`src/rtl/trs_pkg.sv`:
```
package trs_pkg;
  typedef enum logic [1:0] {
    EVT_NONE,
    EVT_IN_PHASE,
    EVT_REALIGN,
    EVT_SLIP
  } trs_evt_e;

  function automatic logic evt_accepted(trs_evt_e e);
    return (e == EVT_IN_PHASE) || (e == EVT_REALIGN);
  endfunction
endpackage

```
`src/rtl/trs_shift_window.sv`:
```
module trs_shift_window #(
  parameter int WIN_W = 40
) (
  input  logic             clk_i,
  input  logic             rst_ni,
  input  logic             bit_i,
  output logic [WIN_W-1:0] win_d_o
);
  logic [WIN_W-1:0] win_q;

  // newest bit enters at the top; oldest sits at bit 0
  assign win_d_o = {bit_i, win_q[WIN_W-1:1]};

  always_ff @(posedge clk_i or negedge rst_ni) begin
    if (!rst_ni) win_q <= '0;
    else         win_q <= win_d_o;
  end
endmodule

```
`src/rtl/trs_preamble_det.sv`:
```
module trs_preamble_det #(
  parameter int WORD_W = 10,
  parameter int WORDS  = 4,
  localparam int PRE_W = WORD_W * (WORDS - 1)
) (
  input  logic [PRE_W-1:0] pre_i,
  output logic             hit_o
);
  logic [WORDS-2:0] word_ok;

  for (genvar g = 0; g < WORDS - 1; g++) begin : g_word
    if (g == 0) begin : g_ones
      assign word_ok[g] = &pre_i[g*WORD_W +: WORD_W];
    end else begin : g_zeros
      assign word_ok[g] = ~|pre_i[g*WORD_W +: WORD_W];
    end
  end

  assign hit_o = &word_ok;
endmodule

```
`src/rtl/trs_phase_ctrl.sv`:
```
module trs_phase_ctrl
  import trs_pkg::*;
#(
  parameter int WORD_W = 10
) (
  input  logic     clk_i,
  input  logic     rst_ni,
  input  logic     hit_i,
  input  logic     frame_en_i,
  output logic     word_done_o,
  output trs_evt_e evt_o,
  output logic     phase_err_o
);
  localparam int CNT_W = $clog2(WORD_W);
  localparam logic [CNT_W-1:0] LAST = CNT_W'(WORD_W - 1);

  logic [CNT_W-1:0] cnt_q, cnt_inc, cnt_d;
  logic             on_grid;

  always_comb begin
    cnt_inc = (cnt_q == LAST) ? '0 : cnt_q + CNT_W'(1);
    on_grid = (cnt_inc == '0);
    evt_o   = EVT_NONE;
    if (hit_i) begin
      if (on_grid)         evt_o = EVT_IN_PHASE;
      else if (frame_en_i) evt_o = EVT_REALIGN;
      else                 evt_o = EVT_SLIP;
    end
    // realignment restarts the count so this bit closes a word
    cnt_d       = (evt_o == EVT_REALIGN) ? '0 : cnt_inc;
    word_done_o = (cnt_d == '0);
  end

  always_ff @(posedge clk_i or negedge rst_ni) begin
    if (!rst_ni) begin
      cnt_q       <= '0;
      phase_err_o <= 1'b0;
    end else begin
      cnt_q <= cnt_d;
      unique case (evt_o)
        EVT_SLIP:                  phase_err_o <= 1'b1;
        EVT_IN_PHASE, EVT_REALIGN: phase_err_o <= 1'b0;
        default:                   phase_err_o <= phase_err_o;
      endcase
    end
  end
endmodule

```
`src/rtl/trs_word_framer.sv`:
```
module trs_word_framer
  import trs_pkg::*;
#(
  parameter int WORD_W = 10,
  parameter int WORDS  = 4,
  parameter int H_BIT  = 6
) (
  input  logic              clk_i,
  input  logic              rst_ni,
  input  logic              ser_bit_i,
  input  logic              frame_en_i,
  output logic [WORD_W-1:0] word_o,
  output logic              word_stb_o,
  output logic              trs_n_o,
  output logic              eav_n_o,
  output logic              phase_err_o
);
  localparam int WIN_W = WORD_W * WORDS;
  localparam int PRE_W = WORD_W * (WORDS - 1);

  logic [WIN_W-1:0] win_d;
  logic             hit;
  logic             word_done;
  trs_evt_e         evt;
  logic             acc;

  trs_shift_window #(.WIN_W(WIN_W)) i_window (
    .clk_i   (clk_i),
    .rst_ni  (rst_ni),
    .bit_i   (ser_bit_i),
    .win_d_o (win_d)
  );

  trs_preamble_det #(.WORD_W(WORD_W), .WORDS(WORDS)) i_det (
    .pre_i (win_d[PRE_W-1:0]),
    .hit_o (hit)
  );

  trs_phase_ctrl #(.WORD_W(WORD_W)) i_phase (
    .clk_i       (clk_i),
    .rst_ni      (rst_ni),
    .hit_i       (hit),
    .frame_en_i  (frame_en_i),
    .word_done_o (word_done),
    .evt_o       (evt),
    .phase_err_o (phase_err_o)
  );

  assign acc = evt_accepted(evt);

  always_ff @(posedge clk_i or negedge rst_ni) begin
    if (!rst_ni) begin
      word_o     <= '0;
      word_stb_o <= 1'b0;
      trs_n_o    <= 1'b1;
      eav_n_o    <= 1'b1;
    end else begin
      word_stb_o <= word_done;
      if (word_done) begin
        word_o  <= win_d[WIN_W-1 -: WORD_W];
        trs_n_o <= ~acc;
        eav_n_o <= ~(acc & win_d[PRE_W + H_BIT]);
      end
    end
  end
endmodule

```
`config.mk`:
```
export PLATFORM = sky130hd
export DESIGN_NAME = trs_word_framer
export DESIGN_NICKNAME = d
export VERILOG_FILES = /design/src/rtl/trs_pkg.sv /design/src/rtl/trs_shift_window.sv /design/src/rtl/trs_preamble_det.sv /design/src/rtl/trs_phase_ctrl.sv /design/src/rtl/trs_word_framer.sv
export SDC_FILE = /design/constraint.sdc
export NUM_CORES = 1
export LEC_CHECK = 0
export BUFFER_PORTS_ARGS = -buffer_cell sky130_fd_sc_hd__buf_2
export CAP_MARGIN = 20
export CORE_ASPECT_RATIO = 1.1
export CORE_MARGIN = 2
export CORE_UTILIZATION = 50
export DETAILED_ROUTE_END_ITERATION = 10
export GPL_ROUTABILITY_DRIVEN = 0
export PLACE_DENSITY = 0.69
export SYNTH_ARGS = -nofsm -noshare
export SYNTH_HDL_FRONTEND = slang
export SYNTH_SLANG_ARGS = --single-unit
```
`constraint.sdc`:
```
create_clock -name clk_i -period 2.53 [get_ports clk_i]
set_input_delay 0.1265 -clock clk_i [delete_from_list [all_inputs] [get_ports clk_i]]
set_output_delay 0.1265 -clock clk_i [all_outputs]
set_load 0.005 [all_outputs]
```
### Word-level counts from Yosys, hierarchy flattened

Index checks and enable logic that the tools add are counted.

| word-level totals | value |
|---|---|
| flip-flop bits (word level) | 58 |
| bits in latches | 0 |
| RAM bits | 0 |
| memory bits (read-only) | 0 |
| input bits | 4 |
| output and inout port bits | 14 |
| logic and storage cells | 31 |
| memories kept | 0 |

| cells by class | value |
|---|---|
| $add $sub $neg | 1 |
| multipliers | 0 |
| div/mod/pow operators | 0 |
| magnitude comparators | 0 |
| eq/ne operators | 4 |
| shift operators | 0 |
| muxes and demuxes | 6 |
| bitwise operators | 3 |
| reduce and logical (&&, ||, !) cells | 10 |

Operators with widths:

| cell | count |
|---|---|
| OR reduction 10 bit | 2 |
| AND reduction 12 bit | 1 |
| zero test 4 bit | 2 |
| two-way mux 4 bit | 2 |
| adder 4 x 1 -> 4 bit, second input constant | 1 |
| == test 2 bit, second input constant | 2 |
| == test 4 bit, second input constant | 1 |
| two-way mux 2 bit | 2 |
| == test 2 x 1 -> 1 bit, second input constant | 1 |
| zero test 1 bit | 2 |
| inverter 1 bit | 2 |
| one-hot mux 1 bit (2 select lines) | 1 |
| nonzero test 2 bit | 1 |
| OR reduction 2 bit | 1 |
| bitwise AND 1 bit | 1 |
| logical OR 1 bit | 1 |
| two-way mux 1 bit | 1 |

### Longest topological paths before layout

| logic depth | value |
|---|---|
| word-level depth | 9 |
| depth in mapped cells | 7 |
| gate-level depth less buffers | 6 |

### Modules after synthesis

From an unflattened synthesis, not the netlist that was laid out.

| second synthesis, totals | value |
|---|---|
| cell total of the unflattened synthesis | 111 |
| area total of the unflattened synthesis | 1,888.1 um^2 |

Modules (own cells, without submodules):

| module | times used | cells each | area each (um^2) | seq. area each (um^2) |
|---|---|---|---|---|
| trs_shift_window | 1 | 40 | 983.4 | 975.9 |
| trs_word_framer | 1 | 29 | 510.5 | 327.8 |
| trs_phase_ctrl | 1 | 31 | 299.0 | 125.1 |
| trs_preamble_det | 1 | 11 | 95.1 | 0.0 |

### Worst setup path after synthesis

No wires, ideal clock.

| timing | value |
|---|---|
| path type | register to register |
| from | reg i_window.win_q[12] |
| to | reg word_o[1] |
| library setup time | 125 ps |
| arrival time | 2,203 ps |
| data required time | 2,405 ps |
| setup slack | 202 ps |
| cell stages (with the launch flop) | 8 |
| buffers on the path | 1 |
| period minus slack after synthesis | 2,328 ps |
| path through | dfrtp_1 > or4_1 > nor4_2 > o211ai_1 > ha_1 > a31oi_4 > buf_6 > mux2_2 |

| on the way | value |
|---|---|
| cells in the longest elaborated chain, start to end | 7 |

Ends and longest elaborated chain:

| what | RTL line | source |
|---|---|---|
| from (decl) | trs_shift_window.sv:9 | `logic [WIN_W-1:0] win_q;` |
| from (signal assigned) | trs_shift_window.sv:16 | `else win_q <= win_d_o;` |
| OR reduction 10 bit | trs_preamble_det.sv:15 | `assign word_ok[g] = ~\|pre_i[g*WORD_W +: WORD_W];` |
| zero test 1 bit | trs_preamble_det.sv:15 |  |
| AND reduction 12 bit | trs_preamble_det.sv:19 | `assign hit_o = &word_ok;` |
| two-way mux 2 bit | trs_phase_ctrl.sv:24 | `if (hit_i) begin` |
| == test 2 bit | trs_phase_ctrl.sv:30 | `cnt_d = (evt_o == EVT_REALIGN) ? '0 : cnt_inc;` |
| two-way mux 4 bit | trs_phase_ctrl.sv:30 |  |
| zero test 4 bit | trs_phase_ctrl.sv:31 | `word_done_o = (cnt_d == '0);` |
| to (signal assigned) | trs_word_framer.sv:60 | `word_o <= win_d[WIN_W-1 -: WORD_W];` |
| to (decl) | trs_word_framer.sv:12 | `output logic [WORD_W-1:0] word_o,` |

Every way passes these cells.
A chain may end at the register's enable or synchronous reset.

### Final worst setup path

| timing | value |
|---|---|
| from | reg i_window.win_q[12] |
| to | reg word_o[4] |

The elaborated chain is that of the path after synthesis.

==> metrics.md <==
| Metric | Value |
|---|---|
| Vias in the first global route | 960 |
| Detailed Route WL | 2701 um |
| Critical R2R Launch | i_window.win_q[12] |
| Clock buffer depth | 2 |
| Initial core utilization | 51.27% |
| Dpl hpwl | 1720 um |
| Compound-Gate Fraction of Synth Area | 3.189% |
| Cell depth of the worst setup path | 7 |
| Post-synthesis mux area share | 7.259% |
| Final worst-path cycle share | 95.39% |
| Post-Synthesis Cells | 109 |
| Std cell rows | 23 |
| Pin count of the biggest net entering global routing | 58 |
| Max Cap Viol | 0 |
| CP cell instances | or4_4 -> nor4_4 -> o211ai_1 -> ha_2 -> a31oi_4 -> buf_12 -> mux2_2 |
| WS Path Type | register to register |
| Inst Count DP | 177 |
| Hold Path Stages | 0 |
| Buf/Inv on CP | 1 |
| Post-synth net total | 115 |
| Final Hold Fails | 0 |
| Fmax achieved | 414.4 MHz |
| Status | finished clean |
| Synth Area per Inst | 16.92 um^2 |
| Hold endpoint | i_window.win_q[1] |
| Setup violators final | 0 |
| Pleak | 1.059 nW |
| Core footprint | 3597 um^2 |
| Xor/xnor share of the synthesized area | 0.9498% |
| DRC Markers | 0 |
| DR vias | 955 |
| Nets | 149 |
| Clock buffer count from CTS | 9 |
| Critical path's slowest cell | or4_4 |
| Die width | 61.91 um |
| Clock period minus worst slack | 2.413 ns |
| Die area | 4191 um^2 |
| Post-Place Setup Slack | -0.0008948 ns |
| Post-route insts no fill | 198 |
| CTS tree | built |
| Initial DRT Pass Iterations | 3 |
| Setup ws final | 0.1166 ns |
| Crit-path max FO | 13 |
| VDD IR max | 435.9 uV |
| Inserted Diodes | 0 |
| Mapped cell area | 1844 um^2 |
| Power Density | 835.1 nW/um^2 |
| Reg clk slew, reported paths | 0.06 ns |
| Placed inst area | 2008 um^2 |
| Vias per cell | 4.823 |
| Max-slew violations | 0 |
| Post-Synth Simple-Gate Area | 8.345% |
| Reg-to-reg slack, setup | 0.12 ns |
| Worst-Skew Late Latency | 0.32 ns |
| Distinct cell type count of the synthesized netlist | 29 |
| Cell area after layout | 2276 um^2 |
| Total negative slack | 0 ns |
| Layout cell share with drive strength beyond 1 | 37.16% |
| Tot GR Track Use | 15.90% |
| # IOs | 18 |
| Initial DRC count | 46 |
| Sequential fraction of the synthesis area | 77.48% |
| CP Data Required Time | 2.73 ns |
| H-tree depth | 3 |
| Reg2reg end | word_o[4] |
| Global-route wire length before repair | 4353 um |
| Max incr delay on CP | 0.54 ns |
| Initial antenna violation count | 0 |
| Most common cell after layout, fill and taps aside | dfrtp_1 |
| Die height | 67.70 um |
| Most frequent cells in the layout | dfrtp_1 (55), buf_2 (17), mux2_2 (11), clkbuf_8 (9) |
| Reg2reg path depth | 7 |
| WL per Instance | 13.64 um |
| Rel. slew slack | 56.59% |
| Clk_skew | 0.01019 ns |
| CP arrival | 2.62 ns |
| Hold crit path type | register to register |
| Slew at the pin with the worst max-slew slack | 0.6511 ns |
| Fillers | 276 |
| Hold path start | i_window.win_q[2] |
| Warnings, synthesis | 0 |
| Cell family with most CP delay | simple AND/OR/NAND/NOR gates |
| Largest family of logic cells by synthesized area | simple AND/OR/NAND/NOR gates |
| Kind of start point of the critical path | register |
| Post-synthesis register bit count | 57 |
| ANT nets after route | 0 |
| Area delta synth->final | 23.41% |
| Clock sink total | 57 |
| Critical path endpoint category | register |
| Post-synthesis adder-cell area fraction | 1.357% |
| Root Driver | clkbuf_8 |
| Port Buffers | 17 |
| Overflow after GRT | 0 |
-- layout make-up --
class	count	area, um^2	area share (%)
clock buffer	10	127.6	5.607
sequential	57	1429	62.78
multi-input combinational	47	404.1	17.76
inverter	4	15.01	0.6597
tap	50	62.56	2.749
timing repair buffer	24	155.1	6.817
clock inverter	6	82.58	3.628
-- timing repair --
| item | CTS | global route |
|---|---|---|
| hold buffers | 2 | 0 |
| resized for setup | 1 | 2 |
| pin swaps | 0 | 3 |
| endpoints found under the setup margin | 10 | 11 |
| buffers inserted | 0 | 3 |
| endpoints found under the hold margin | 56 | 0 |
-- power by group --
group          switching (mW)  total, mW  internal (mW)
registers              0.0212      0.973          0.952
clock network           0.336      0.885          0.549
logic                  0.0245     0.0427         0.0182
total                   0.382       1.90           1.52
-- cell usage after synthesis --
master / instances / area share (%)
nor2_1: 3 / 0.61
nand2b_1: 1 / 0.34
and3b_1: 1 / 0.47
and2b_1: 1 / 0.41
nor4b_1: 1 / 0.47
nand4_1: 1 / 0.34
ha_1: 2 / 1.4
mux2i_1: 1 / 0.54
and3_1: 1 / 0.34
nand2_1: 4 / 0.81
a21oi_1: 2 / 0.54
o211ai_1: 1 / 0.41
and4_1: 1 / 0.47
or4_1: 1 / 0.41
mux2_2: 11 / 6.7
dfstp_2: 2 / 2.8
nand3b_1: 2 / 0.81
a31oi_4: 1 / 1.2
nand4b_1: 1 / 0.47
xnor2_1: 1 / 0.47
o21ai_0: 2 / 0.54
nor4_1: 3 / 1.0
xor2_1: 1 / 0.47
nor4_2: 1 / 0.68
dfrtp_1: 55 / 75
inv_1: 4 / 0.81
a21bo_2: 1 / 0.54
buf_6: 1 / 0.61
nor2b_1: 2 / 0.68
-- state kept, by name (all words and copies together), names as in the netlist --
signal and cells:
word_stb_o 1, i_phase.cnt_q 4, eav_n_o 1, i_phase.phase_err_o 1, i_window.win_q 39, trs_n_o 1
word_o 10
-- kinds of logic after synthesis --
kind of cell / after synthesis
AO/OA/AOI/OAI: 7
multiplexers: 12
adder cells (fa/ha/maj): 2
buffers and inverters: 5
flip-flops: 57
XOR/XNOR: 2
AND/OR/NAND/NOR: 24
-- through the flow --
stage	utilization (%)	power (mW)	hold WS, ns
6_report	63.27	1.901	0.3708
5_1_grt	63.27	1.982	0.3904
4_1_cts	62.47	1.927	0.3745
3_5_place_dp	55.83	1.030	0.2564
3_3_place_gp	55.83	1.027	0.2503
2_1_floorplan	-	0.9936	-0.1691
-- worst max-delay path by stage --
stage / start / endpoint / slack (ns)
finish: i_window.win_q[12] / word_o[4] / 0.12
global route: i_window.win_q[12] / word_o[4] / -0.01
CTS: i_window.win_q[12] / word_o[3] / 0.02
detailed placement: i_window.win_q[12] / word_o[3] / -0.0009
global placement: i_window.win_q[12] / word_o[8] / 0.16
floorplan: i_window.win_q[12] / word_o[1] / 0.20
-- per-layer routing --
metal  GRT usage, %  up-vias  wire [um]
li1               -      447          -
met1          18.50      486       1181
met2          22.89       20       1348
met3          9.770        2        149
met4          7.979        0         21
met5              0        -          0
(Power assumes the default switching activity.)
